File: src/rtl/hdma_pkg.sv
package hdma_pkg;
  typedef enum logic [1:0] {
    ST_IDLE = 2'd0,
    ST_REQ  = 2'd1,
    ST_REL  = 2'd2,
    ST_XFER = 2'd3
  } seq_st_e;
endpackage

File: src/rtl/hdma_addr_ctr.sv
module hdma_addr_ctr #(
  parameter int unsigned NUM_BYTES = 3,
  parameter int unsigned ADDR_W    = 2
) (
  input  logic              clk_i,
  input  logic              rst_ni,
  input  logic              load_i,
  input  logic [ADDR_W-1:0] load_val_i,
  input  logic              inc_i,
  output logic [ADDR_W-1:0] addr_o,
  output logic [ADDR_W-1:0] start_o,
  output logic              last_o
);
  localparam logic [ADDR_W-1:0] TOP_ADDR = ADDR_W'(NUM_BYTES);

  logic [ADDR_W-1:0] addr_q, start_q;

  always_ff @(posedge clk_i or negedge rst_ni) begin
    if (!rst_ni) begin
      addr_q  <= '0;
      start_q <= '0;
    end else if (load_i) begin
      addr_q  <= load_val_i;
      start_q <= load_val_i;
    end else if (inc_i) begin
      addr_q  <= addr_q + 1'b1;
    end
  end

  assign addr_o  = addr_q;
  assign start_o = start_q;
  assign last_o  = (addr_q == TOP_ADDR);
endmodule

File: src/rtl/hdma_byte_bank.sv
module hdma_byte_bank #(
  parameter int unsigned BYTE_W    = 8,
  parameter int unsigned NUM_BYTES = 3,
  parameter int unsigned ADDR_W    = 2,
  localparam int unsigned WORD_W   = BYTE_W * NUM_BYTES
) (
  input  logic              clk_i,
  input  logic              rst_ni,
  input  logic              clr_i,
  input  logic              wr_i,
  input  logic [ADDR_W-1:0] addr_i,
  input  logic [BYTE_W-1:0] data_i,
  input  logic [ADDR_W-1:0] start_i,
  output logic [WORD_W-1:0] word_o
);
  for (genvar i = 0; i < NUM_BYTES; i++) begin : g_byte
    localparam logic [ADDR_W-1:0] MY_ADDR = ADDR_W'(i + 1);
    logic [BYTE_W-1:0] byte_q;

    always_ff @(posedge clk_i or negedge rst_ni) begin
      if (!rst_ni)                          byte_q <= '0;
      else if (clr_i)                       byte_q <= '0;
      else if (wr_i && addr_i == MY_ADDR)   byte_q <= data_i;
    end

    // bytes below the word's first address are not part of it
    assign word_o[(NUM_BYTES-1-i)*BYTE_W +: BYTE_W] =
      (MY_ADDR >= start_i) ? byte_q : '0;
  end
endmodule

File: src/rtl/hdma_rx_reg.sv
module hdma_rx_reg #(
  parameter int unsigned WORD_W = 24
) (
  input  logic              clk_i,
  input  logic              rst_ni,
  input  logic              init_i,
  input  logic              xfer_i,
  input  logic              rd_i,
  input  logic [WORD_W-1:0] word_i,
  output logic [WORD_W-1:0] rx_data_o,
  output logic              rx_full_o
);
  always_ff @(posedge clk_i or negedge rst_ni) begin
    if (!rst_ni) begin
      rx_data_o <= '0;
      rx_full_o <= 1'b0;
    end else if (init_i) begin
      rx_full_o <= 1'b0;
    end else if (xfer_i) begin
      rx_data_o <= word_i;
      rx_full_o <= 1'b1;
    end else if (rd_i) begin
      rx_full_o <= 1'b0;
    end
  end
endmodule

File: src/rtl/hdma_seq.sv
module hdma_seq #(
  parameter int unsigned ADDR_W = 2
) (
  input  logic              clk_i,
  input  logic              rst_ni,
  input  logic              init_i,
  input  logic [ADDR_W-1:0] mode_i,
  input  logic              hack_i,
  input  logic              rx_full_i,
  input  logic              last_i,
  output logic              hreq_o,
  output logic              tx_empty_o,
  output logic              wr_o,
  output logic              inc_o,
  output logic              ld_o,
  output logic              xfer_o,
  output logic              clr_o
);
  import hdma_pkg::*;

  seq_st_e st_q, st_d;
  logic    empty_q, empty_d;
  logic    dma_on, byte_fire, xfer_fire;

  assign dma_on    = (mode_i != '0);
  assign byte_fire = (st_q == ST_REQ) && hack_i && !init_i;
  assign xfer_fire = (st_q == ST_XFER) && !rx_full_i && !init_i;

  assign wr_o   = byte_fire;
  assign inc_o  = byte_fire && !last_i;
  assign ld_o   = init_i || xfer_fire;
  assign xfer_o = xfer_fire;
  assign clr_o  = init_i;

  always_comb begin
    st_d    = st_q;
    empty_d = empty_q;
    if (init_i) begin
      st_d    = dma_on ? ST_REQ : ST_IDLE;
      empty_d = 1'b1;
    end else begin
      unique case (st_q)
        ST_IDLE: st_d = ST_IDLE;
        ST_REQ: if (hack_i) begin
          st_d = ST_REL;
          if (last_i) empty_d = 1'b0;
        end
        ST_REL: if (!hack_i) st_d = empty_q ? ST_REQ : ST_XFER;
        ST_XFER: if (!rx_full_i) begin
          st_d    = dma_on ? ST_REQ : ST_IDLE;
          empty_d = 1'b1;
        end
        default: st_d = ST_IDLE;
      endcase
    end
  end

  always_ff @(posedge clk_i or negedge rst_ni) begin
    if (!rst_ni) begin
      st_q    <= ST_IDLE;
      empty_q <= 1'b1;
    end else begin
      st_q    <= st_d;
      empty_q <= empty_d;
    end
  end

  assign hreq_o     = (st_q == ST_REQ);
  assign tx_empty_o = empty_q;
endmodule

File: src/rtl/hdma_h2d_seq.sv
module hdma_h2d_seq #(
  parameter int unsigned BYTE_W    = 8,
  parameter int unsigned NUM_BYTES = 3,
  localparam int unsigned ADDR_W   = $clog2(NUM_BYTES + 1),
  localparam int unsigned WORD_W   = BYTE_W * NUM_BYTES
) (
  input  logic              clk_i,
  input  logic              rst_ni,
  input  logic              init_i,
  input  logic [ADDR_W-1:0] mode_i,
  input  logic              hack_i,
  input  logic [BYTE_W-1:0] hdata_i,
  output logic              hreq_o,
  output logic              tx_empty_o,
  input  logic              rx_rd_i,
  input  logic              irq_en_i,
  input  logic              dsp_dma_en_i,
  output logic [WORD_W-1:0] rx_data_o,
  output logic              rx_full_o,
  output logic              irq_o,
  output logic              dsp_dma_req_o
);
  logic              wr, inc, ld, xfer, clr, last;
  logic [ADDR_W-1:0] addr, start;
  logic [WORD_W-1:0] word;

  hdma_seq #(.ADDR_W(ADDR_W)) u_seq (
    .clk_i, .rst_ni, .init_i, .mode_i, .hack_i,
    .rx_full_i(rx_full_o), .last_i(last),
    .hreq_o, .tx_empty_o,
    .wr_o(wr), .inc_o(inc), .ld_o(ld), .xfer_o(xfer), .clr_o(clr)
  );

  hdma_addr_ctr #(.NUM_BYTES(NUM_BYTES), .ADDR_W(ADDR_W)) u_ctr (
    .clk_i, .rst_ni, .load_i(ld), .load_val_i(mode_i), .inc_i(inc),
    .addr_o(addr), .start_o(start), .last_o(last)
  );

  hdma_byte_bank #(.BYTE_W(BYTE_W), .NUM_BYTES(NUM_BYTES), .ADDR_W(ADDR_W)) u_bank (
    .clk_i, .rst_ni, .clr_i(clr), .wr_i(wr), .addr_i(addr), .data_i(hdata_i),
    .start_i(start), .word_o(word)
  );

  hdma_rx_reg #(.WORD_W(WORD_W)) u_rx (
    .clk_i, .rst_ni, .init_i, .xfer_i(xfer), .rd_i(rx_rd_i), .word_i(word),
    .rx_data_o, .rx_full_o
  );

  assign irq_o         = rx_full_o & irq_en_i;
  assign dsp_dma_req_o = rx_full_o & dsp_dma_en_i;
endmodule

File: config.mk
export PLATFORM = sky130hd
export DESIGN_NAME = hdma_h2d_seq
export DESIGN_NICKNAME = d
export VERILOG_FILES = /design/src/rtl/hdma_pkg.sv /design/src/rtl/hdma_addr_ctr.sv /design/src/rtl/hdma_byte_bank.sv /design/src/rtl/hdma_rx_reg.sv /design/src/rtl/hdma_seq.sv /design/src/rtl/hdma_h2d_seq.sv
export SDC_FILE = /design/constraint.sdc
export NUM_CORES = 1
export LEC_CHECK = 0
export ABC_AREA = 1
export BUFFER_PORTS_ARGS = -buffer_cell sky130_fd_sc_hd__clkbuf_2
export CORE_MARGIN = 2
export CORE_UTILIZATION = 30
export CTS_CLUSTER_SIZE = 30
export DETAILED_ROUTE_END_ITERATION = 8
export PLACE_DENSITY = 0.52
export SETUP_SLACK_MARGIN = 0.15
export SKIP_CTS_REPAIR_TIMING = 1
export SLEW_MARGIN = 20
export SYNTH_ARGS = -nofsm -noshare
export SYNTH_HDL_FRONTEND = slang
export SYNTH_HIERARCHICAL = 1
export SYNTH_SLANG_ARGS = --single-unit
File: constraint.sdc
create_clock -name clk_i -period 1.7 [get_ports clk_i]
set_clock_uncertainty 0.2 [all_clocks]
set_input_delay 0.085 -clock clk_i [delete_from_list [all_inputs] [get_ports clk_i]]
set_output_delay 0.085 -clock clk_i [all_outputs]
set_load 0.1 [all_outputs]
==> summary.txt, run 1 <==
Hold Slack: 0.0732 ns
Pwr Total: 3.96 mW
IO Count: 46
Via density: 4.48
Setup crit end kind: register
syn_area_per_cell: 8.04 um^2
clock latency on the worst-skew pair: 0.31 ns
maximum vdd drop: 0.437 mV
# nets final: 422
RSZ-0062 raised after global routing: yes
Hold Path Class: in -> async
GPL Wtd Cong: 0.809
H-tree levels: 2
total die area: 9700 um^2
syn nets: 351
Port Buffers: 45
max cap viols: 0
Syn Std Cell Area: 2680 um^2
Final Util: 40.0%
Max clock buf depth: 2
Max Transition Viols Final: 0
combinational fraction of design power: 38.8%
cell row count: 34
n_diodes: 0
CTS buffer count: 5
Starting Density: 30.9%
status: completed
area delta synth->final: 29.5%
Area after DPL: 3040 um^2
Relative slew margins: 63.5%
share of cells above drive strength 1: 26.9%
Residual DRC: 0
Final setup violation count: 0
Worst-Margin Slew: 0.549 ns
Final min period: 1.60 ns
Routed WL: 6350 um
routed via count: 2297
Worst EP required: 1.74 ns
Root Driver: clkbuf_8
Synth Instances: 333
CP arrival: 1.65 ns
vias in the first global route: 2229
sequential area share after synthesis: 52.4%
Pre-Repair DR Iteration Count: 4
design area: 3470 um^2
Final Hold Vio Count: 0
initial antenna violation count: 0
GRT Total Usage: 13.4%
post-DR wirelength/cell: 12.4 um
crit path kind: reg -> reg
CP max FO: 8
Reg power frac: 39.5%
clock power share: 21.7%
largest net degree at the start of global routing: 41
count of cell types in the netlist: 22
Lkg Pwr: 1.88 nW
CTS tree: built
Cell Pwr Density: 1140 nW/um^2
FF+latch count, synth: 56
CP startpoint kind: register
die width: 98.5 um
Die Span Y: 98.5 um
core area: 8680 um^2
Post-DP HPWL: 4310 um
first-iteration detailed-routing DRC count: 109
ANT nets after route: 0
Fill cells: 928
Switching Share: 40.6%
GRT overflow: 0
internal power: 2.35 mW
Reg clk slew, reported paths: 0.10 ns
Net Switching: 1.61 mW
global-route wire length before repair: 10600 um
yosys warns: 6
fmax: 624 MHz
final worst-path cycle share: 94.3%
# clock sinks: 56
==> worst paths after layout <==
| path | endpoint | slack, ns | startpoint | cells after the start |
|---|---|---|---|---|
| worst max-delay path | u_rx/rx_data_o[22] | 0.1 | u_seq/st_q[1] | 7 |
| worst min-delay path | u_rx/rx_full_o | 0.07 | rst_ni | 2 |
| worst max register to register | u_rx/rx_data_o[22] | 0.1 | u_seq/st_q[1] | 7 |
| worst min register to register | u_seq/tx_empty_o | 0.27 | u_seq/tx_empty_o | 2 |
| max in group asynchronous | u_bank/g_byte[0].byte_q[6] | 0.64 | rst_ni | 3 |
| min in group clk_i | u_bank/g_byte[1].byte_q[5] | 0.09 | init_i | 4 |
==> stage by stage <==
step	setup TNS (ns)	setup slack, ns	cells
floorplan	0	0.0914	333
global placement	0	0.0509	482
detailed placement	0	0.0363	482
CTS	-0.00384	-0.00303	490
global route	0	0.0204	513
finish	0	0.0969	513
==> power by group through the flow <==
stage / logic (mW) / clock network, mW / registers [mW]
final: 1.54 / 0.859 / 1.57
after global routing: 1.67 / 0.936 / 1.59
after CTS: 1.32 / 0.894 / 1.57
after detailed placement: 1.32 / 0 / 1.60
after global placement: 1.31 / 0 / 1.59
after floorplan: 0.641 / 0 / 1.96
==> state kept, by name, indices dropped and copies added (netlist names) <==
register / cells
u_seq/st_q: 2
u_ctr/start_o: 2
u_seq/tx_empty_o: 1
u_rx/rx_full_o: 1
u_rx/rx_data_o: 24
u_bank/g_byte.byte_q: 24
u_ctr/addr_o: 2
==> area by class of cell <==
type / count / area (um^2) / share of cell area (%)
clock buffer: 6 / 72.6 / 2.09
clock inverter: 2 / 35.0 / 1.01
inverter: 41 / 169 / 4.87
multi-input combinational: 225 / 1090 / 31.4
sequential: 56 / 1410 / 40.5
tap: 108 / 135 / 3.90
timing repair buffer: 75 / 562 / 16.2
==> layer usage <==
| layer | routed length [um] | vias up | global-route usage [%] |
|---|---|---|---|
| li1 | - | 1176 | - |
| met1 | 2980 | 1071 | 17.6 |
| met3 | 226 | 6 | 2.48 |
| met2 | 3050 | 44 | 23.1 |
| met4 | 97 | 0 | 3.16 |
| met5 | 0 | - | 0 |
==> Yosys cell counts (all sizes together) <==
library cell | instances | area, um^2
nand2 | 113 | 465
nand3 | 63 | 320
buf | 13 | 124
dfrtp | 55 | 1380
ha | 1 | 12.5
or2 | 1 | 6.26
a21oi | 2 | 10.0
nand3b | 1 | 7.51
inv | 41 | 156
dfstp | 1 | 26.3
nor2 | 36 | 143
o21ai | 4 | 20.0
nor3 | 2 | 10.0
==> cells in the final DEF (no fill, tap or decap), drive strengths merged <==
cell type,instances
nand2,114
nand3,64
dfrtp,55
clkbuf,48
inv,39
nor2,36
buf,20
dlygate4sd3,13
o21ai,4
clkinvlp,2
a21oi,2
nor3,2
bufinv,1
clkinv,1
nand3b,1
ha,1
or2,1
dfstp,1
==> worst max-delay path: stages, from the launching register on <==
cell	delay, ns
dfrtp_1	0.40
buf_4	0.13
nand2_2	0.08
nor3_4	0.24
buf_12	0.18
buf_12	0.12
nand3_1	0.09
nand2_1	0.09
==> cell families after synthesis <==
group                      after synthesis  share of synthesized area (%)
and+or+nand+nor                        216                           35.6
DFF                                     56                           52.4
buffers and inverters                   54                           10.5
AOI/OAI and AO/OA                        6                           1.12
adders and majority gates                1                          0.467
No activity file was read; power rests on OpenSTA's default activity.
==> run 2, diff against run 1 <==
Settings changed: REMOVE_ABC_BUFFERS set to 1.
==> run 2 against run 1 <==
Cell count is 0.58% higher; fmax increased by 1.1%; register-to-register slack improved by 0.02 ns; via count grew 2.1%; largest cell class unchanged; flip-flop and latch count did not move; total power shrank 2.3%; sequential share of layout area is 0.27 points higher; clock power shrank 12%; routed wire length grew 9.8%; final area fell by 0.94%; non-clock buffer count rose by 1; global-route usage barely moved; critical path type unchanged; critical endpoint is now u_bank/g_byte[2].byte_q[4].
==> summary.txt, run 2 (same netlist as run 1, synthesis figures left out) <==
Post-DP HPWL: 4190 um (-2.9%)
Starting Density: 30.9% (unchanged)
largest net degree at the start of global routing: 57 (+39%)
Die Span Y: 98.5 um (unchanged)
Post-Layout Cell Count: 516 (+0.58%)
cell row count: 34 (unchanged)
Final Util: 39.6% (-0.37 points)
dpl ws: -0.0301 ns (-0.0664 ns)
first-iteration detailed-routing DRC count: 170 (+56%)
routed via count: 2345 (+2.1%)
leading cell type in the layout, fill and taps excluded: nand2_1
CTS buffer count: 5 (unchanged)
Worst-Margin Slew: 0.544 ns (-0.00492 ns)
Final Hold Vio Count: 0 (unchanged)
Worst EP required: 1.71 ns (-0.03 ns)
maximum vdd drop: 0.565 mV (+29%)
Final setup violation count: 0 (unchanged)
Final min period: 1.59 ns (-0.0180 ns)
fmax: 631 MHz (+1.1%)
clock latency on the worst-skew pair: 0.30 ns (about the same)
area delta synth->final: 28.3%
commonest non-fill, non-tap cells in the layout: 98 x nand2_1, 59 x nand3_1, 55 x dfrtp_1, 40 x clkbuf_2, 34 x inv_1
crit path kind: reg -> reg
ANT nets after route: 0 (unchanged)
IO Count: 46 (unchanged)
Root Driver: clkbuf_8
Pwr Total: 3.87 mW (-2.3%)
Pre-Repair DR Iteration Count: 4 (unchanged)
Reg area: 1400 um^2 (-0.27%)
CTS tree: built
global-route wire length before repair: 10500 um (about the same)
GRT Total Usage: 13.4% (-0.035 points)
max cap viols: 0 (unchanged)
core area: 8680 um^2 (unchanged)
Max clock buf depth: 2 (unchanged)
CP startpoint kind: register
Relative slew margins: 63.9% (+0.33 points)
Cell Pwr Density: 1130 nW/um^2 (-1.4%)
CP max FO: 7 (-1)
initial antenna violation count: 0 (unchanged)
n_diodes: 0 (unchanged)
Max Transition Viols Final: 0 (unchanged)
RSZ-0062 raised after global routing: yes
worst setup margin: 0.115 ns (+0.0180 ns)
Fill cells: 919 (-0.97%)
post-DR wirelength/cell: 13.5 um (+9.2%)
Hold Path Class: in -> reg
design area: 3440 um^2 (-0.94%)
Port Buffers: 45 (unchanged)
CP arrival: 1.60 ns (-0.05 ns)
Setup crit end kind: register
die width: 98.5 um (unchanged)
share of cells above drive strength 1: 27.2% (+0.29 points)
Via density: 4.54 (+1.5%)
H-tree levels: 2 (unchanged)
Hold Slack: 0.0338 ns (-0.0395 ns)
# nets final: 425 (+0.71%)
status: completed
final worst-path cycle share: 93.2% (-1.1 points)
Area after DPL: 3040 um^2 (-0.12%)
area of the multi-input gates: 1110 um^2 (+1.7%)
total die area: 9700 um^2 (unchanged)
Lkg Pwr: 1.91 nW (+1.9%)
Routed WL: 6970 um (+9.8%)
Reg clk slew, reported paths: 0.11 ns (about the same)
vias in the first global route: 2166 (-2.8%)
# clock sinks: 56 (unchanged)
largest registers: u_bank/g_byte.byte_q x24, u_rx/rx_data_o x24
GRT overflow: 0 (unchanged)
Residual DRC: 0 (unchanged)
Fin Setup TNS: 0 ns (unchanged)
placed insts: 486 (+0.83%)
GPL Wtd Cong: 0.788 (-2.6%)
run 2: cell types whose count changed in the layout (fill, tap and decap cells not counted), sizes merged:
| cell | before | now |
|---|---|---|
| buf | 20 | 22 |
| bufinv | 1 | 0 |
| clkbuf | 48 | 46 |
| clkinvlp | 2 | 1 |
| inv | 39 | 42 |
| nand2 | 114 | 116 |
run 2: cell type report:
class | instances | share of cell area, %
Clock buffer | 5 | 2.00
Clock inverter | 3 | 0.619
Inverter | 41 | 4.70
Multi-Input combinational cell | 227 | 32.2
Sequential cell | 56 | 40.8
Tap cell | 108 | 3.93
Timing Repair Buffer | 76 | 15.7
run 2: critical path: stages (launching register included):
cell and delay (ns):
dfrtp_1 0.40, nor2_2 0.13, nand2_2 0.08, nor2_2 0.12, buf_6 0.15, buf_4 0.13, nand3_2 0.12, nand3_1 0.10
nand2_1 0.06
run 2: per-layer routing:
layer  GRT usage, %  vias up  routed length [um]
met2           21.8       46                3380
met4           3.79        0                  64
met5              0        -                   0
li1               -     1181                   -
met1           17.9     1112                3230
met3           3.19        6                 300
run 2: path summary, 6_finish.rpt:
path | startpoint | endpoint | slack [ns] | cells past startpoint
max | u_seq/st_q[1] | u_bank/g_byte[2].byte_q[4] | 0.11 | 8
min | hack_i | u_seq/st_q[1] | 0.03 | 5
max reg2reg | u_seq/st_q[1] | u_bank/g_byte[2].byte_q[4] | 0.11 | 8
min reg2reg | u_ctr/start_o[0] | u_ctr/start_o[0] | 0.28 | 2
max in group asynchronous | rst_ni | u_seq/tx_empty_o | 0.92 | 3
min in group asynchronous | rst_ni | u_rx/rx_full_o | 0.10 | 3
run 2: report_power, final:
group / switching, mW / internal (mW) / total [mW]
Clock: 0.463 / 0.294 / 0.757
Sequential: 0.0860 / 1.47 / 1.56
Combinational: 1.13 / 0.426 / 1.56
Total: 1.68 / 2.19 / 3.87
